===== config.mk =====
export PLATFORM = sky130hd
export DESIGN_NAME = reg_rename_unit
export DESIGN_NICKNAME = d
export VERILOG_FILES = /design/src/rtl/rename_pkg.sv /design/src/rtl/rename_ctrl.sv /design/src/rtl/rename_datapath.sv /design/src/rtl/reg_rename_unit.sv
export SDC_FILE = /design/constraint.sdc
export NUM_CORES = 1
export LEC_CHECK = 0
export ABC_CLOCK_PERIOD_IN_PS = 9400
export BUFFER_PORTS_ARGS = -buffer_cell sky130_fd_sc_hd__buf_4
export CELL_PAD_IN_SITES_DETAIL_PLACEMENT = 1
export CELL_PAD_IN_SITES_GLOBAL_PLACEMENT = 2
export CORE_MARGIN = 2
export CORE_UTILIZATION = 30
export CTS_BUF_LIST = sky130_fd_sc_hd__clkbuf_4
export DETAILED_ROUTE_END_ITERATION = 8
export HOLD_SLACK_MARGIN = 0.03
export PLACE_DENSITY_LB_ADDON = 0.1
export SKIP_CTS_REPAIR_TIMING = 1
export SLEW_MARGIN = 0
export SYNTH_ARGS = -nofsm -noshare
export SYNTH_HDL_FRONTEND = slang
export SYNTH_SLANG_ARGS = --single-unit
export TNS_END_PERCENT = 50

===== constraint.sdc =====
create_clock -name clk -period 9.4 [get_ports clk]
set_clock_uncertainty 0.1 [all_clocks]
set_input_delay 1.88 -clock clk [delete_from_list [all_inputs] [get_ports clk]]
set_output_delay 1.88 -clock clk [all_outputs]
set_load 0.01 [all_outputs]

===== src/rtl/rename_pkg.sv =====
package rename_pkg;

  // strobes passed from control to datapath
  typedef struct packed {
    logic allocEn;   // take a free register and remap the destination
    logic wbEn;      // clear pending flags that match the writeback tag
    logic freeEn;    // return a tag to the free list
  } strobe_t;

endpackage


===== src/rtl/rename_ctrl.sv =====
module rename_ctrl #(
  parameter int AW = 5
) (
  input  logic                   renValid,
  input  logic                   dstValid,
  input  logic [AW-1:0]          dstArch,
  input  logic                   anyFree,
  input  logic                   wbValid,
  input  logic                   freeValid,
  output rename_pkg::strobe_t    strb,
  output logic                   stall
);

  logic wantDst;

  // register 0 is never given a new physical home
  assign wantDst = renValid && dstValid && (dstArch != '0);

  always_comb begin
    stall        = wantDst && !anyFree;
    strb.allocEn = wantDst && anyFree;
    strb.wbEn    = wbValid;
    strb.freeEn  = freeValid;
  end

endmodule


===== src/rtl/rename_datapath.sv =====
module rename_datapath #(
  parameter int ARCH_REGS = 32,
  parameter int PHYS_REGS = 64,
  parameter int AW        = 5,
  parameter int PW        = 6
) (
  input  logic                clk,
  input  logic                rstN,
  input  rename_pkg::strobe_t strb,
  input  logic [AW-1:0]       srcA,
  input  logic [AW-1:0]       srcB,
  input  logic [AW-1:0]       dstArch,
  input  logic [PW-1:0]       wbTag,
  input  logic [PW-1:0]       freeTag,
  output logic [PW-1:0]       physA,
  output logic                pendA,
  output logic [PW-1:0]       physB,
  output logic                pendB,
  output logic [PW-1:0]       dstPhys,
  output logic [PW-1:0]       prevPhys,
  output logic                anyFree
);

  logic [PHYS_REGS-1:0] freeBits;
  logic [PHYS_REGS-1:0] freeNext;
  logic [PW-1:0]        mapTab [ARCH_REGS];
  logic [ARCH_REGS-1:0] pendBits;
  logic [ARCH_REGS-1:0] dstHit;
  logic [ARCH_REGS-1:0] wbHit;
  logic [PW-1:0]        allocTag;

  // lowest set bit wins: scan downward so the last hit is the smallest index
  always_comb begin
    allocTag = '0;
    anyFree  = 1'b0;
    for (int i = PHYS_REGS - 1; i >= 0; i--) begin
      if (freeBits[i]) begin
        allocTag = PW'(i);
        anyFree  = 1'b1;
      end
    end
  end

  // per-entry match decode
  for (genvar g = 0; g < ARCH_REGS; g++) begin : gEntry
    assign dstHit[g] = strb.allocEn && (dstArch == AW'(g));
    assign wbHit[g]  = strb.wbEn && pendBits[g] && (mapTab[g] == wbTag);
  end

  // map table; a rename on the same entry overrides a writeback clear
  always_ff @(posedge clk) begin
    if (!rstN) begin
      for (int i = 0; i < ARCH_REGS; i++) mapTab[i] <= PW'(i);
      pendBits <= '0;
    end else begin
      for (int i = 0; i < ARCH_REGS; i++) begin
        if (dstHit[i]) begin
          mapTab[i]   <= allocTag;
          pendBits[i] <= 1'b1;
        end else if (wbHit[i]) begin
          pendBits[i] <= 1'b0;
        end
      end
    end
  end

  // free list: clear the allocated bit, then set the released one
  always_comb begin
    freeNext = freeBits;
    if (strb.allocEn) freeNext[allocTag] = 1'b0;
    if (strb.freeEn)  freeNext[freeTag]  = 1'b1;
  end

  always_ff @(posedge clk) begin
    if (!rstN) begin
      for (int i = 0; i < PHYS_REGS; i++) freeBits[i] <= (i >= ARCH_REGS);
    end else begin
      freeBits <= freeNext;
    end
  end

  // source lookup with writeback bypass on the pending flag
  always_comb begin
    physA    = mapTab[srcA];
    physB    = mapTab[srcB];
    pendA    = (srcA != '0) && pendBits[srcA] && !(strb.wbEn && (wbTag == physA));
    pendB    = (srcB != '0) && pendBits[srcB] && !(strb.wbEn && (wbTag == physB));
    dstPhys  = allocTag;
    prevPhys = mapTab[dstArch];
  end

endmodule


===== src/rtl/reg_rename_unit.sv =====
module reg_rename_unit #(
  parameter int ARCH_REGS = 32,
  parameter int PHYS_REGS = 64
) (
  input  logic                         clk,
  input  logic                         rstN,
  input  logic                         renValid,
  input  logic [$clog2(ARCH_REGS)-1:0] srcA,
  input  logic [$clog2(ARCH_REGS)-1:0] srcB,
  input  logic                         dstValid,
  input  logic [$clog2(ARCH_REGS)-1:0] dstArch,
  output logic [$clog2(PHYS_REGS)-1:0] physA,
  output logic                         pendA,
  output logic [$clog2(PHYS_REGS)-1:0] physB,
  output logic                         pendB,
  output logic [$clog2(PHYS_REGS)-1:0] dstPhys,
  output logic [$clog2(PHYS_REGS)-1:0] prevPhys,
  output logic                         stall,
  input  logic                         wbValid,
  input  logic [$clog2(PHYS_REGS)-1:0] wbTag,
  input  logic                         freeValid,
  input  logic [$clog2(PHYS_REGS)-1:0] freeTag
);

  localparam int AW = $clog2(ARCH_REGS);
  localparam int PW = $clog2(PHYS_REGS);

  rename_pkg::strobe_t strb;
  logic                anyFree;

  rename_ctrl #(.AW(AW)) u_ctrl (
    .renValid (renValid),
    .dstValid (dstValid),
    .dstArch  (dstArch),
    .anyFree  (anyFree),
    .wbValid  (wbValid),
    .freeValid(freeValid),
    .strb     (strb),
    .stall    (stall)
  );

  rename_datapath #(
    .ARCH_REGS(ARCH_REGS),
    .PHYS_REGS(PHYS_REGS),
    .AW       (AW),
    .PW       (PW)
  ) u_dp (
    .clk     (clk),
    .rstN    (rstN),
    .strb    (strb),
    .srcA    (srcA),
    .srcB    (srcB),
    .dstArch (dstArch),
    .wbTag   (wbTag),
    .freeTag (freeTag),
    .physA   (physA),
    .pendA   (pendA),
    .physB   (physB),
    .pendB   (pendB),
    .dstPhys (dstPhys),
    .prevPhys(prevPhys),
    .anyFree (anyFree)
  );

endmodule


# Yosys cells after proc, flatten, opt, wreduce, memory -nomap -nowiden
# Memories as Yosys holds them, arrays and structs flattened.
# Cells that the tools add are included.
dict set report op_classes {
  bitwise 35
  n_lt_le_gt_ge 6
  reduce_logical 147
  n_eq_ne 65
  mux 331
}
# op n
set ops {}
lappend ops {{two-way mux 6 bit} 96}
lappend ops {{two-way mux 1 bit} 229}
lappend ops {{equality test 6 bit} 34}
lappend ops {{two-way mux 64 bit} 2}
lappend ops {{logical AND 1 bit} 108}
lappend ops {{equality test 5 bit, second input constant} 16}
lappend ops {{bitwise AND 64 bit} 1}
lappend ops {{inverter 64 bit} 1}
lappend ops {{OR 64 bit} 1}
lappend ops {{nonzero test 2 bit} 32}
lappend ops {{equality test 5 x 4 -> 1 bit, second input constant} 8}
lappend ops {{OR 1 bit} 32}
lappend ops {{equality test 5 x 3 -> 1 bit, second input constant} 4}
lappend ops {{nonzero test 5 bit} 3}
lappend ops {{less-than comparator 6 x 7 -> 1 bit, second input constant} 2}
lappend ops {{demux 1 bit (select 6 bit)} 2}
lappend ops {{greater-or-equal comparator 6 x 1 -> 1 bit, second input constant} 2}
lappend ops {{less-than comparator 5 x 6 -> 1 bit, second input constant} 2}
lappend ops {{binary-select mux 1 bit (select 5 bit)} 2}
lappend ops {{equality test 5 x 2 -> 1 bit, second input constant} 2}
lappend ops {{equality test 5 x 1 -> 1 bit, second input constant} 1}
lappend ops {{logical NOT 5 bit} 1}
lappend ops {{logical NOT 1 bit} 3}
dict set report totals {
  n_memories 1
  ff_bits 96
  ramBits 192
  output_inout_bits 27
  elab_cells 618
  in_bits 33
}
# memory words width read_ports rd_ports_with_merged_regs write_ports line
set memory_table {}
lappend memory_table {u_dp.mapTab 32 6 35 0 32 rename_datapath.sv:26} ;# logic [PW-1:0] mapTab [ARCH_REGS];

# Logic depth before layout (Yosys ltp)
# Gate-level depths: netlist of run 1.
dict set report depth {
  word_depth 73
  mapped_depth 12
  mapped_depth_nobuf 9
}

# Cells and area by module
# From an unflattened synthesis of run 1, not the netlist that was laid out.
dict set report unflattened {
  hier_cells 1679
  area_unflattened_um2 18748.0
}
# module n_inst seq_area_each_um2 cells_each area_each_um2
set modules_own_cells {}
lappend modules_own_cells {rename_datapath 1 7667.4 1671 18692.9}
lappend modules_own_cells {rename_ctrl 1 0.0 8 55.1}

# Worst setup path before layout of run 1
# No wires, ideal clock.
dict set report synth_timing {
  path_type {input to output}
  startpoint {in srcB[0]}
  endpoint {out pendB}
  setup_slack_ns 3.156
  t_required_ns 7.420
  stages 11
  t_arrival_ns 4.264
  path_buffers 4
  path_cell_list {buf_2 > buf_2 > buf_4 > buf_4 > mux4_2 > mux2i_1 > nor2_1 > a31oi_1 > o221ai_1 > xnor2_1 > a21oi_1}
}
dict set report synth_via {
  elab_chain_len 5
  elab_cells_between_ends 9
  cone_classes {eq/ne: 1; mux: 2; reduce/logical: 5; memory: 1}
}
# item line
set synth_lines {}
lappend synth_lines {{start, declared} reg_rename_unit.sv:9} ;# input logic [$clog2(ARCH_REGS)-1:0] srcB,
lappend synth_lines {{memory (32 x 6 bit)} --}
lappend synth_lines {{via physB[0]} reg_rename_unit.sv:14} ;# output logic [$clog2(PHYS_REGS)-1:0] physB,
lappend synth_lines {{equality test 6 bit} rename_datapath.sv:87} ;# pendB = (srcB != '0) && pendBits[srcB] && !(strb.wbEn && (wbTag == physB));
lappend synth_lines {{logical AND 1 bit} rename_datapath.sv:87}
lappend synth_lines {{logical NOT 1 bit} rename_datapath.sv:87}
lappend synth_lines {{logical AND 1 bit} rename_datapath.sv:87}
lappend synth_lines {{end, declared} reg_rename_unit.sv:15} ;# output logic pendB,
# The timed path passes the listed nets, and every way through them passes these cells. The select of a mux whose other input is x is not followed.

# Worst setup path after layout of run 1
dict set report layout_timing {
  startpoint {in srcB[0]}
  endpoint {out pendB}
}
dict set report layout_via {
  elab_chain_len 5
  elab_cells_between_ends 9
  cone_classes {eq/ne: 1; mux: 2; reduce/logical: 5; memory: 1}
}
# item line
set layout_lines {}
lappend layout_lines {{memory (32 x 6 bit)} --}
lappend layout_lines {{equality test 6 bit} rename_datapath.sv:87}
lappend layout_lines {{logical AND 1 bit} rename_datapath.sv:87}
lappend layout_lines {{logical NOT 1 bit} rename_datapath.sv:87}
lappend layout_lines {{logical AND 1 bit *} rename_datapath.sv:87}
# Every way passes the cells marked *; elsewhere a longest branch is shown, timed or not. The select of a mux whose other input is x is not followed.

==> results.json, run 1 <==
{
  "pin_count_of_the_biggest_net_entering_global_routing": 57,
  "preCtsSetupSlack_ns": 2.44,
  "setup.worst_path.end_class": "primary output",
  "htree_num_levels": 3,
  "via_count_of_the_first_global_routing_pass": 16300,
  "areaGrowthSynthToFinish_pct": 12.8,
  "tritoncts_buffers": 87,
  "critPathSlowestCell": "sky130_fd_sc_hd__buf_4",
  "vias": 15600,
  "worstMarginPinSlew_ns": 1.06,
  "global_route.usage.total_pct": 25.8,
  "max-vdd-ir-drop_mv": 0.0637,
  "endpoint_required_time_on_the_critical_path_ns": 7.42,
  "fin_hold_ws_ns": 0.394,
  "yosys_warnings": 0,
  "synth_top_cell_area_share_pct": 30.4,
  "slew_viol_final": 0,
  "largest_area_contributor_in_the_netlist": "sky130_fd_sc_hd__edfxtp_1",
  "timing_hold_violations_final": 0,
  "final_common_cell": "sky130_fd_sc_hd__edfxtp_1",
  "cts-root-to-sink-buffers": 3,
  "nFillCells": 7017,
  "floorplan.die.width_um": 256,
  "initial_util_pct": 30.2,
  "syn_avg_cell_area_um2": 11.2,
  "max_stage_delay_ns": 0.74,
  "place.port_buffers": 59,
  "post_synth_main_area_contributors": "sky130_fd_sc_hd__edfxtp_1 (30%), sky130_fd_sc_hd__mux4_2 (19%), sky130_fd_sc_hd__dfxtp_1 (10%)",
  "global_route_wire_length_before_repair_mm": 121,
  "fp.dieArea_um2": 65300,
  "layout_min_cycle_time_ns": 6.98,
  "dr.pass1.iters": 5,
  "multiInputGateArea_um2": 10700,
  "netlist_instances": 1701,
  "synth_ff_type": "sky130_fd_sc_hd__edfxtp_1",
  "die_height_um": 256,
  "layout_setup_ws_ns": 2.42,
  "worst_setup_hold_path_clk_slew_ns": 0.06,
  "clock-root-buffer": "sky130_fd_sc_hd__clkbuf_4",
  "timing.fmax_mhz": 143,
  "most_used_cells_in_the_layout_excluding_fill_and_tap_cells": "sky130_fd_sc_hd__edfxtp_1 (192), sky130_fd_sc_hd__mux4_2 (161), sky130_fd_sc_hd__nand2_1 (156)",
  "cts.sink_count": 287,
  "total_length_of_routed_met3_wires_mm": 4.33,
  "post_synth_num_cell_types": 81,
  "drc": 0,
  "pwr_density_cell_nw_per_um2": 163,
  "slew_headroom_pct": 29.1,
  "worst_hold_path_type": "reg2reg",
  "mappedNetlistArea_um2": 19000,
  "nets": 1793,
  "synth_enable_flop_cells": 192,
  "synth_async_sr_flop_share_pct": 0,
  "1st_iter_drt_viols": 1136,
  "grt_setup_unrepaired": "false",
  "critical_path.cell_chain": "buf_4 -> mux4_2 -> mux4_2 -> a211o_1 -> xor2_1 -> nor4_1 -> a21oi_1 -> buf_4",
  "clk-insertion-delay-late_ns": 0.89,
  "std_cell_rows": 92,
  "finalSetupViolCount": 0,
  "routed_wire_length_on_met2_mm": 42.7,
  "total_congestion_overflow_after_global_routing": 0,
  "io_pins": 60,
  "place_hpwl_mm": 60.0,
  "cp-start-kind": "input pin",
  "critical_path_arrival_ns": 5.00,
  "drt.antenna.violating_nets": 0,
  "cap_violations": 0,
  "routed_wirelength_mm": 84.9,
  "seqCellArea_um2": 7670,
  "criticalPathCategory": "in2out",
  "setup-tns-final_ns": 0,
  "wl_per_cell_um": 31.7,
  "top_layer_used_by_detailed_routing": "met5",
  "postSynthRegisterBits": 287,
  "p_leak_nw": 7.25,
  "cp_max_fanout": 52,
  "yosysSeqAreaShare_pct": 40.4,
  "placeableCoreArea_um2": 62900,
  "routabilityCongestion": 0.867,
  "antenna_found_initial": 5,
  "post_drt_via_cell_ratio": 5.83,
  "fin_crit_sh_pct": 74.2,
  "post_route_cells_drive_above_1_share_pct": 23.9,
  "cts_tree": "built",
  "met1Wirelength_mm": 35.1,
  "finalCoreUtilization_pct": 34.1,
  "status": "finished clean"
}
-- layout make-up --
type	count	area share, %
well taps	846	4.95
multi-input cells	1257	49.9
flip-flops and latches	287	35.8
inverters	41	0.719
clock inverters	19	0.666
repair buffers	86	3.02
diodes	3	0.0351
clock buffers	140	4.91
-- per-stage QoR --
stage	cell area (µm²)	power, mW	std cells
4_1_cts	21400	3.53	2676
3_5_place_dp	20200	2.16	2517
5_1_grt	21400	3.63	2678
6_report	21400	3.48	2679
3_3_place_gp	20200	2.16	2517
2_1_floorplan	19000	1.88	1706
-- flip-flops by register name, summed over array words and instances (netlist names) --
name,count
u_dp.freeBits,64
u_dp.mapTab,192
u_dp.pendBits,31
-- critical path, delay by kind of cell --
kind	cells	cell delay (ns)
AND/OR/NAND/NOR	1	0.34
XOR/XNOR	1	0.16
multiplexers	2	1.14
buffers and inverters	2	0.92
AO/OA/AOI/OAI	2	0.55
-- synth_stat cells (5+ instances only) --
master,number
sky130_fd_sc_hd__a2111oi_0,5
sky130_fd_sc_hd__a211oi_1,7
sky130_fd_sc_hd__a21oi_1,68
sky130_fd_sc_hd__a22oi_1,13
sky130_fd_sc_hd__a31oi_1,7
sky130_fd_sc_hd__and2_1,8
sky130_fd_sc_hd__buf_1,11
sky130_fd_sc_hd__buf_2,24
sky130_fd_sc_hd__buf_4,5
sky130_fd_sc_hd__clkbuf_1,79
sky130_fd_sc_hd__dfxtp_1,95
sky130_fd_sc_hd__edfxtp_1,192
sky130_fd_sc_hd__inv_1,38
sky130_fd_sc_hd__mux2_2,9
sky130_fd_sc_hd__mux2i_1,51
sky130_fd_sc_hd__mux4_2,161
sky130_fd_sc_hd__nand2_1,156
sky130_fd_sc_hd__nand2b_1,18
sky130_fd_sc_hd__nand3_1,35
sky130_fd_sc_hd__nand4_1,40
sky130_fd_sc_hd__nor2_1,145
sky130_fd_sc_hd__nor2b_1,19
sky130_fd_sc_hd__nor3_1,26
sky130_fd_sc_hd__nor4_1,30
sky130_fd_sc_hd__o211ai_1,20
sky130_fd_sc_hd__o21a_1,5
sky130_fd_sc_hd__o21ai_0,67
sky130_fd_sc_hd__o221ai_1,7
sky130_fd_sc_hd__o22ai_1,16
sky130_fd_sc_hd__o31ai_1,9
sky130_fd_sc_hd__o41ai_1,38
sky130_fd_sc_hd__or3_1,8
sky130_fd_sc_hd__or4_1,6
sky130_fd_sc_hd__xnor2_1,100
sky130_fd_sc_hd__xor2_1,98
-- worst paths after layout --
path | startpoint | endpoint | slack [ns] | cells after the start
setup / recovery | srcB[0] | pendB | 2.42 | 8
hold reg to reg | u_dp.pendBits[7]$_SDFFE_PN0P_ | u_dp.pendBits[7]$_SDFFE_PN0P_ | 0.39 | 2
hold / removal | u_dp.pendBits[7]$_SDFFE_PN0P_ | u_dp.pendBits[7]$_SDFFE_PN0P_ | 0.39 | 2
setup reg to reg | u_dp.freeBits[63]$_SDFF_PN1_ | u_dp.freeBits[35]$_SDFF_PN1_ | 5.57 | 9
-- per-layer routing --
layer	vias to the layer above	track usage [%]
met2	530	45.0
li1	6733	-
met4	4	9.02
met1	8221	32.2
met5	-	0
met3	141	4.54
-- cell families (layout without fill, tap and decap cells) --
family | Yosys count | after routing | synth area share (%)
AO/OA/AOI/OAI | 310 | 310 | 11.3
buffers and inverters | 162 | 286 | 3.51
AND/OR/NAND/NOR | 522 | 522 | 13.3
multiplexers | 221 | 221 | 22.3
XOR/XNOR | 198 | 198 | 9.14
other | 1 | 9 | 0.0198
flip-flops | 287 | 287 | 40.4
-- power by group --
| part | total (mW) | switching [mW] | internal (mW) |
|---|---|---|---|
| sequential | 1.48 | 0.0784 | 1.41 |
| clock | 1.34 | 0.616 | 0.727 |
| combinational | 0.652 | 0.406 | 0.246 |
| total | 3.48 | 1.10 | 2.38 |
(Power assumes the default switching activity.)
==> run 2, diff against run 1 <==
- ABC_AREA: default -> 1
- ABC_CLOCK_PERIOD_IN_PS: 9400 -> 6900
- clock period: 9.4 -> 6.9 ns (I/O delays scaled with it)
==> results.json, run 2 <==
{
  "yosys_warnings": 0,
  "placeableCoreArea_um2": 63100,
  "htree_num_levels": 3,
  "registers.top_by_ff_count": "u_dp.mapTab",
  "layout_setup_ws_ns": 0.694,
  "setup-tns-final_ns": 0,
  "final_common_cell": "sky130_fd_sc_hd__nand2_1",
  "synth-compound-area-share_pct": 26.2,
  "antenna_found_initial": 3,
  "largest_registers": "u_dp.mapTab x192, u_dp.freeBits x64, u_dp.pendBits x32",
  "post-place-cells": 3480,
  "post_route_cells_drive_above_1_share_pct": 11.0,
  "nets": 2760,
  "place_hpwl_mm": 74.4,
  "endpoint_required_time_on_the_critical_path_ns": 5.42,
  "clock-root-buffer": "sky130_fd_sc_hd__clkbuf_4",
  "timing.fmax_mhz": 161,
  "io_pins": 60,
  "synth_ff_type": "sky130_fd_sc_hd__edfxtp_1",
  "timing.rr.start": "u_dp.freeBits[61]$_SDFF_PN1_",
  "layout_min_cycle_time_ns": 6.21,
  "reg2reg_to": "u_dp.mapTab[21][0]$_SDFFCE_PN1P_",
  "critical_path.most_common_cell": "sky130_fd_sc_hd__nand2_1",
  "areaGrowthSynthToFinish_pct": 13.8,
  "hold_crit_depth": 2,
  "multiplexer_share_of_the_synthesized_area_pct": 0,
  "netlist_instances": 2677,
  "routabilityCongestion": 0.968,
  "finalSetupViolCount": 0,
  "critical_path_arrival_ns": 4.73,
  "finish.cell_count_without_fillers": 3647,
  "clk-insertion-delay-late_ns": 0.85,
  "preCtsSetupSlack_ns": 1.30,
  "synth_top_family_by_area": "compound AO/OA/AOI/OAI gates",
  "critPathSlowestCell": "sky130_fd_sc_hd__dfxtp_1",
  "timing_hold_violations_final": 0,
  "routed_wirelength_mm": 106,
  "drt.antenna.violating_nets": 0,
  "pin_count_of_the_biggest_net_entering_global_routing": 120,
  "xor_xnor_share_of_the_synthesized_area_pct": 2.98,
  "via_count_of_the_first_global_routing_pass": 21500,
  "criticalPathCategory": "reg2out",
  "post_synth_main_area_contributors": "sky130_fd_sc_hd__edfxtp_1 (30%), sky130_fd_sc_hd__dfxtp_1 (10%), sky130_fd_sc_hd__nand2_1 (10%)",
  "hold_start": "u_dp.pendBits[0]$_SDFFE_PN0P_",
  "power.total_mw": 4.80,
  "synth_enable_flop_cells": 192,
  "cts-root-to-sink-buffers": 3,
  "synth_most_common_cell": "sky130_fd_sc_hd__nand2_1",
  "die_height_um": 256,
  "cp-start-kind": "flop",
  "yosys.area_share.simple_pct": 20.7,
  "worstMarginPinSlew_ns": 1.40,
  "std_cell_rows": 92,
  "wl_per_cell_um": 29.1,
  "initial_util_pct": 30.3,
  "pwr_density_cell_nw_per_um2": 221,
  "synth_async_sr_flop_share_pct": 0,
  "global_route.usage.total_pct": 31.7,
  "post_synth_num_cell_types": 47,
  "largest_reg_flops": 192,
  "slew_viol_final": 0,
  "layout.cell_area.non_filler_um2": 21800,
  "mappedNetlistArea_um2": 19100,
  "yosysSeqAreaShare_pct": 40.2,
  "place.port_buffers": 59,
  "largest_area_contributor_in_the_netlist": "sky130_fd_sc_hd__edfxtp_1",
  "setup.worst_path.end_class": "primary output",
  "global_route_wire_length_before_repair_mm": 152,
  "fp.dieArea_um2": 65800,
  "slew_headroom_pct": 5.59,
  "fin_crit_sh_pct": 89.9,
  "cp_max_fanout": 8,
  "end_of_the_worst_hold_path": "u_dp.pendBits[0]$_SDFFE_PN0P_",
  "dpl-instance-area_um2": 20500,
  "vias": 21200,
  "fin_hold_ws_ns": 0.350,
  "worst-r2r-setup-slack_ns": 1.93,
  "floorplan.die.width_um": 256,
  "ys_top_cells_by_count": "sky130_fd_sc_hd__nand2_1 (511), sky130_fd_sc_hd__o21ai_0 (315), sky130_fd_sc_hd__inv_1 (312)",
  "max-vdd-ir-drop_mv": 0.107,
  "max_stage_delay_ns": 0.36,
  "cap_violations": 0,
  "dr.pass1.iters": 5,
  "post_synth_fa_ha_maj_area_fraction_pct": 0,
  "syn_avg_cell_area_um2": 7.14,
  "worst_setup_hold_path_clk_slew_ns": 0.07,
  "worst_hold_path_type": "reg2reg",
  "1st_iter_drt_viols": 1925,
  "most_used_cells_in_the_layout_excluding_fill_and_tap_cells": "sky130_fd_sc_hd__nand2_1 (510), sky130_fd_sc_hd__o21ai_0 (315), sky130_fd_sc_hd__inv_1 (307)",
  "post_drt_via_cell_ratio": 5.82,
  "synth_top_cell_area_share_pct": 30.2,
  "postSynthRegisterBits": 288,
  "total_congestion_overflow_after_global_routing": 0,
  "timing.reg2reg.worst_path_depth": 66,
  "cts_tree": "built",
  "drc": 0,
  "tritoncts_buffers": 87,
  "finalCoreUtilization_pct": 34.5,
  "cts.sink_count": 288,
  "p_leak_nw": 8.48,
  "status": "finished clean"
}
## run 2: cell count changes after synthesis, sizes merged, moves of 73 or more
| cell | before | now |
|---|---|---|
| o21ai | 69 | 330 |
| nand2 | 158 | 514 |
| xnor2 | 100 | 27 |
| a21oi | 71 | 301 |
| o22ai | 16 | 100 |
| inv | 40 | 317 |
| nand3 | 36 | 136 |
| mux4 | 161 | 0 |
## run 2: routing by layer
metal | vias to the layer above | GRT usage, % | wire, µm
met5 | - | 0 | 13
met4 | 2 | 16.3 | 5540
met3 | 271 | 5.40 | 7760
met2 | 974 | 52.5 | 49600
met1 | 10500 | 39.6 | 43300
li1 | 9455 | - | -
## run 2: logic make-up after synthesis
kind of cell    after synthesis
simple gates                945
buf+inv                     500
flops                       288
compound gates              878
other cells                   1
xor+xnor                     65
## run 2: critical path: cells and delay by family, from the launching register on
family | cells | cell delay, ns
AND/OR/NAND/NOR | 60 | 3.03
flip-flops | 1 | 0.36
AO/OA/AOI/OAI | 1 | 0.31
buffers and inverters | 2 | 0.21
## run 2: area by class of cell
class,count,area [µm²]
clock buffer,140,1050
sequential,288,7690
timing repair buffer,130,1030
clock inverter,22,121
inverter,326,1230
multi-input combinational,1894,9570
fill,7972,41300
antenna,1,2.50
tap,846,1060
## run 2: worst max-delay path by stage
stage	from	end	slack (ns)
floorplan	u_dp.freeBits[63]$_SDFF_PN1_	dstPhys[0]	2.24
global placement	srcA[0]	pendA	1.29
detailed placement	srcA[0]	pendA	1.30
CTS	u_dp.freeBits[63]$_SDFF_PN1_	dstPhys[0]	0.48
global route	u_dp.freeBits[62]$_SDFF_PN1_	dstPhys[0]	-0.02
finish	u_dp.freeBits[61]$_SDFF_PN1_	dstPhys[0]	0.69
## run 2: report_power, final
| group | total [mW] | leakage, nW | switching, mW | internal [mW] |
|---|---|---|---|---|
| sequential | 1.99 | 2.61 | 0.0739 | 1.92 |
| combinational | 0.999 | 5.16 | 0.741 | 0.257 |
| clock | 1.81 | 0.705 | 0.858 | 0.955 |
| total | 4.80 | 8.48 | 1.67 | 3.13 |
==> run 3, diff against run 2 <==
- SYNTH_HIERARCHICAL: default -> 1
==> results.json, run 3 <==
{
  "layout_min_cycle_time_ns": 6.32,
  "yosys_warnings": 6,
  "critical_path.most_common_cell": "sky130_fd_sc_hd__nand2_1",
  "p_leak_nw": 8.48,
  "io_pins": 60,
  "syn_nets": 2736,
  "finalSetupViolCount": 0,
  "global_route.usage.total_pct": 31.8,
  "clock-root-buffer": "sky130_fd_sc_hd__clkbuf_4",
  "hold_crit_depth": 2,
  "drc": 0,
  "finalCoreUtilization_pct": 34.5,
  "layout.cell_area.non_filler_um2": 21800,
  "final_common_cell": "sky130_fd_sc_hd__nand2_1",
  "post_synth_main_area_contributors": "sky130_fd_sc_hd__edfxtp_1 (30%), sky130_fd_sc_hd__dfxtp_1 (10%), sky130_fd_sc_hd__nand2_1 (9.5%)",
  "antenna_found_initial": 6,
  "1st_iter_drt_viols": 2361,
  "initial_util_pct": 30.4,
  "criticalPathCategory": "reg2out",
  "end_of_the_worst_hold_path": "u_dp/freeBits[61]$_SDFF_PN1_",
  "cp_max_fanout": 8,
  "layout_setup_ws_ns": 0.581,
  "post_route_cells_drive_above_1_share_pct": 10.5,
  "pwr_density_cell_nw_per_um2": 222,
  "max-vdd-ir-drop_mv": 0.0851,
  "cts.sink_count": 288,
  "critical_path_arrival_ns": 4.84,
  "synth_ff_type": "sky130_fd_sc_hd__edfxtp_1",
  "routabilityCongestion": 0.944,
  "worstMarginPinSlew_ns": 1.30,
  "setup.worst_path.end_class": "primary output",
  "place_hpwl_mm": 75.7,
  "yosysSeqAreaShare_pct": 40.1,
  "largest_registers": "u_dp/mapTab x192, u_dp/freeBits x64, u_dp/pendBits x32",
  "pin_count_of_the_biggest_net_entering_global_routing": 88,
  "synth_enable_flop_cells": 192,
  "post-place-cells": 3478,
  "timing.fmax_mhz": 158,
  "cp-start-kind": "flop",
  "post_drt_via_cell_ratio": 5.96,
  "registers.top_by_ff_count": "u_dp/mapTab",
  "routed_wirelength_mm": 108,
  "dr.pass1.iters": 6,
  "slew_viol_final": 0,
  "worst_setup_hold_path_clk_slew_ns": 0.06,
  "synth_top_cell_area_share_pct": 30.1,
  "synth_async_sr_flop_share_pct": 0,
  "place.port_buffers": 59,
  "floorplan.die.width_um": 257,
  "wl_per_cell_um": 29.5,
  "most_used_cells_in_the_layout_excluding_fill_and_tap_cells": "sky130_fd_sc_hd__nand2_1 (481), sky130_fd_sc_hd__inv_1 (329), sky130_fd_sc_hd__o21ai_0 (327)",
  "vias": 21700,
  "timing.reg2reg.worst_path_depth": 67,
  "placeableCoreArea_um2": 63100,
  "post_synth_num_cell_types": 44,
  "nFillCells": 7911,
  "ys_top_cells_by_count": "sky130_fd_sc_hd__nand2_1 (484), sky130_fd_sc_hd__inv_1 (332), sky130_fd_sc_hd__o21ai_0 (327)",
  "mappedNetlistArea_um2": 19200,
  "worst-r2r-setup-slack_ns": 0.66,
  "largest_area_contributor_in_the_netlist": "sky130_fd_sc_hd__edfxtp_1",
  "drt.antenna.violating_nets": 0,
  "slew_headroom_pct": 12.3,
  "tritoncts_buffers": 86,
  "power.total_mw": 4.84,
  "status": "finished clean",
  "endpoint_required_time_on_the_critical_path_ns": 5.42,
  "grt_setup_unrepaired": "true",
  "global_route_wire_length_before_repair_mm": 154,
  "die_height_um": 257,
  "finish.cell_count_without_fillers": 3647,
  "worst_hold_path_type": "reg2reg",
  "preCtsSetupSlack_ns": 0.717,
  "reg2reg_to": "u_dp/mapTab[6][0]$_SDFFCE_PN0P_",
  "hold_start": "u_dp/freeBits[61]$_SDFF_PN1_",
  "critPathSlowestCell": "sky130_fd_sc_hd__dfxtp_2",
  "std_cell_rows": 92,
  "areaGrowthSynthToFinish_pct": 13.6,
  "dpl-instance-area_um2": 20500,
  "fin_crit_sh_pct": 91.6,
  "fin_hold_ws_ns": 0.357,
  "total_congestion_overflow_after_global_routing": 0,
  "syn_avg_cell_area_um2": 7.09,
  "fp.dieArea_um2": 65900,
  "setup-tns-final_ns": 0,
  "max_stage_delay_ns": 0.33,
  "postSynthRegisterBits": 288,
  "cts-root-to-sink-buffers": 3,
  "timing.rr.start": "u_dp/freeBits[63]$_SDFF_PN1_",
  "nets": 2761,
  "cts_tree": "built",
  "htree_num_levels": 3,
  "clk-insertion-delay-late_ns": 0.92,
  "cap_violations": 0,
  "netlist_instances": 2703,
  "timing_hold_violations_final": 0,
  "via_count_of_the_first_global_routing_pass": 21400,
  "largest_reg_flops": 192,
  "synth_most_common_cell": "sky130_fd_sc_hd__nand2_1"
}
run 3: routing by layer:
metal  vias up  global-route usage [%]  wire length (µm)
li1       9557                       -                 -
met3       263                    6.25              8500
met5         -                       0                14
met2      1095                    51.0             48800
met4         2                    14.1              5310
met1     10800                    41.3             45100
run 3: kinds of logic after synthesis:
kind of cell / share of synthesized area (%)
compound gates: 28.2
xor+xnor: 1.23
buf+inv: 10.6
flops: 40.1
simple gates: 19.9
run 3: area by class of cell:
type	count	area [µm²]	area share (%)
Multi-Input combinational cell	1885	9530	43.8
Sequential cell	288	7690	35.3
Inverter	343	1310	6.00
Tap cell	846	1060	4.86
Timing Repair Buffer	124	997	4.58
Clock buffer	131	983	4.52
Clock inverter	24	186	0.857
Antenna cell	6	15.0	0.0690
run 3: worst max-delay path by stage:
stage                                 start                               end  slack [ns]  cells after the start
4_1_cts        u_dp/freeBits[63]$_SDFF_PN1_                        dstPhys[0]        0.23                     65
3_5_place_dp   u_dp/freeBits[63]$_SDFF_PN1_   u_dp/mapTab[6][0]$_SDFFCE_PN0P_        0.72                     67
3_3_place_gp   u_dp/freeBits[62]$_SDFF_PN1_  u_dp/mapTab[16][0]$_SDFFCE_PN0P_        0.45                     68
6_report       u_dp/freeBits[62]$_SDFF_PN1_                        dstPhys[0]        0.58                     66
5_1_grt        u_dp/freeBits[62]$_SDFF_PN1_                        dstPhys[0]       -0.11                     66
2_1_floorplan  u_dp/freeBits[62]$_SDFF_PN1_                        dstPhys[0]        2.10                     66
run 3: power breakdown:
| group | leakage [nW] | switching (mW) | internal (mW) |
|---|---|---|---|
| clock | 0.692 | 0.849 | 0.977 |
| combinational | 5.14 | 0.753 | 0.259 |
| sequential | 2.65 | 0.0835 | 1.92 |
| total | 8.48 | 1.69 | 3.16 |
run 3: critical path, delay by kind of cell (launching register included):
family / cells / cell delay [ns]
DFF: 1 / 0.33
and+or+nand+nor: 63 / 3.32
buffers and inverters: 3 / 0.26
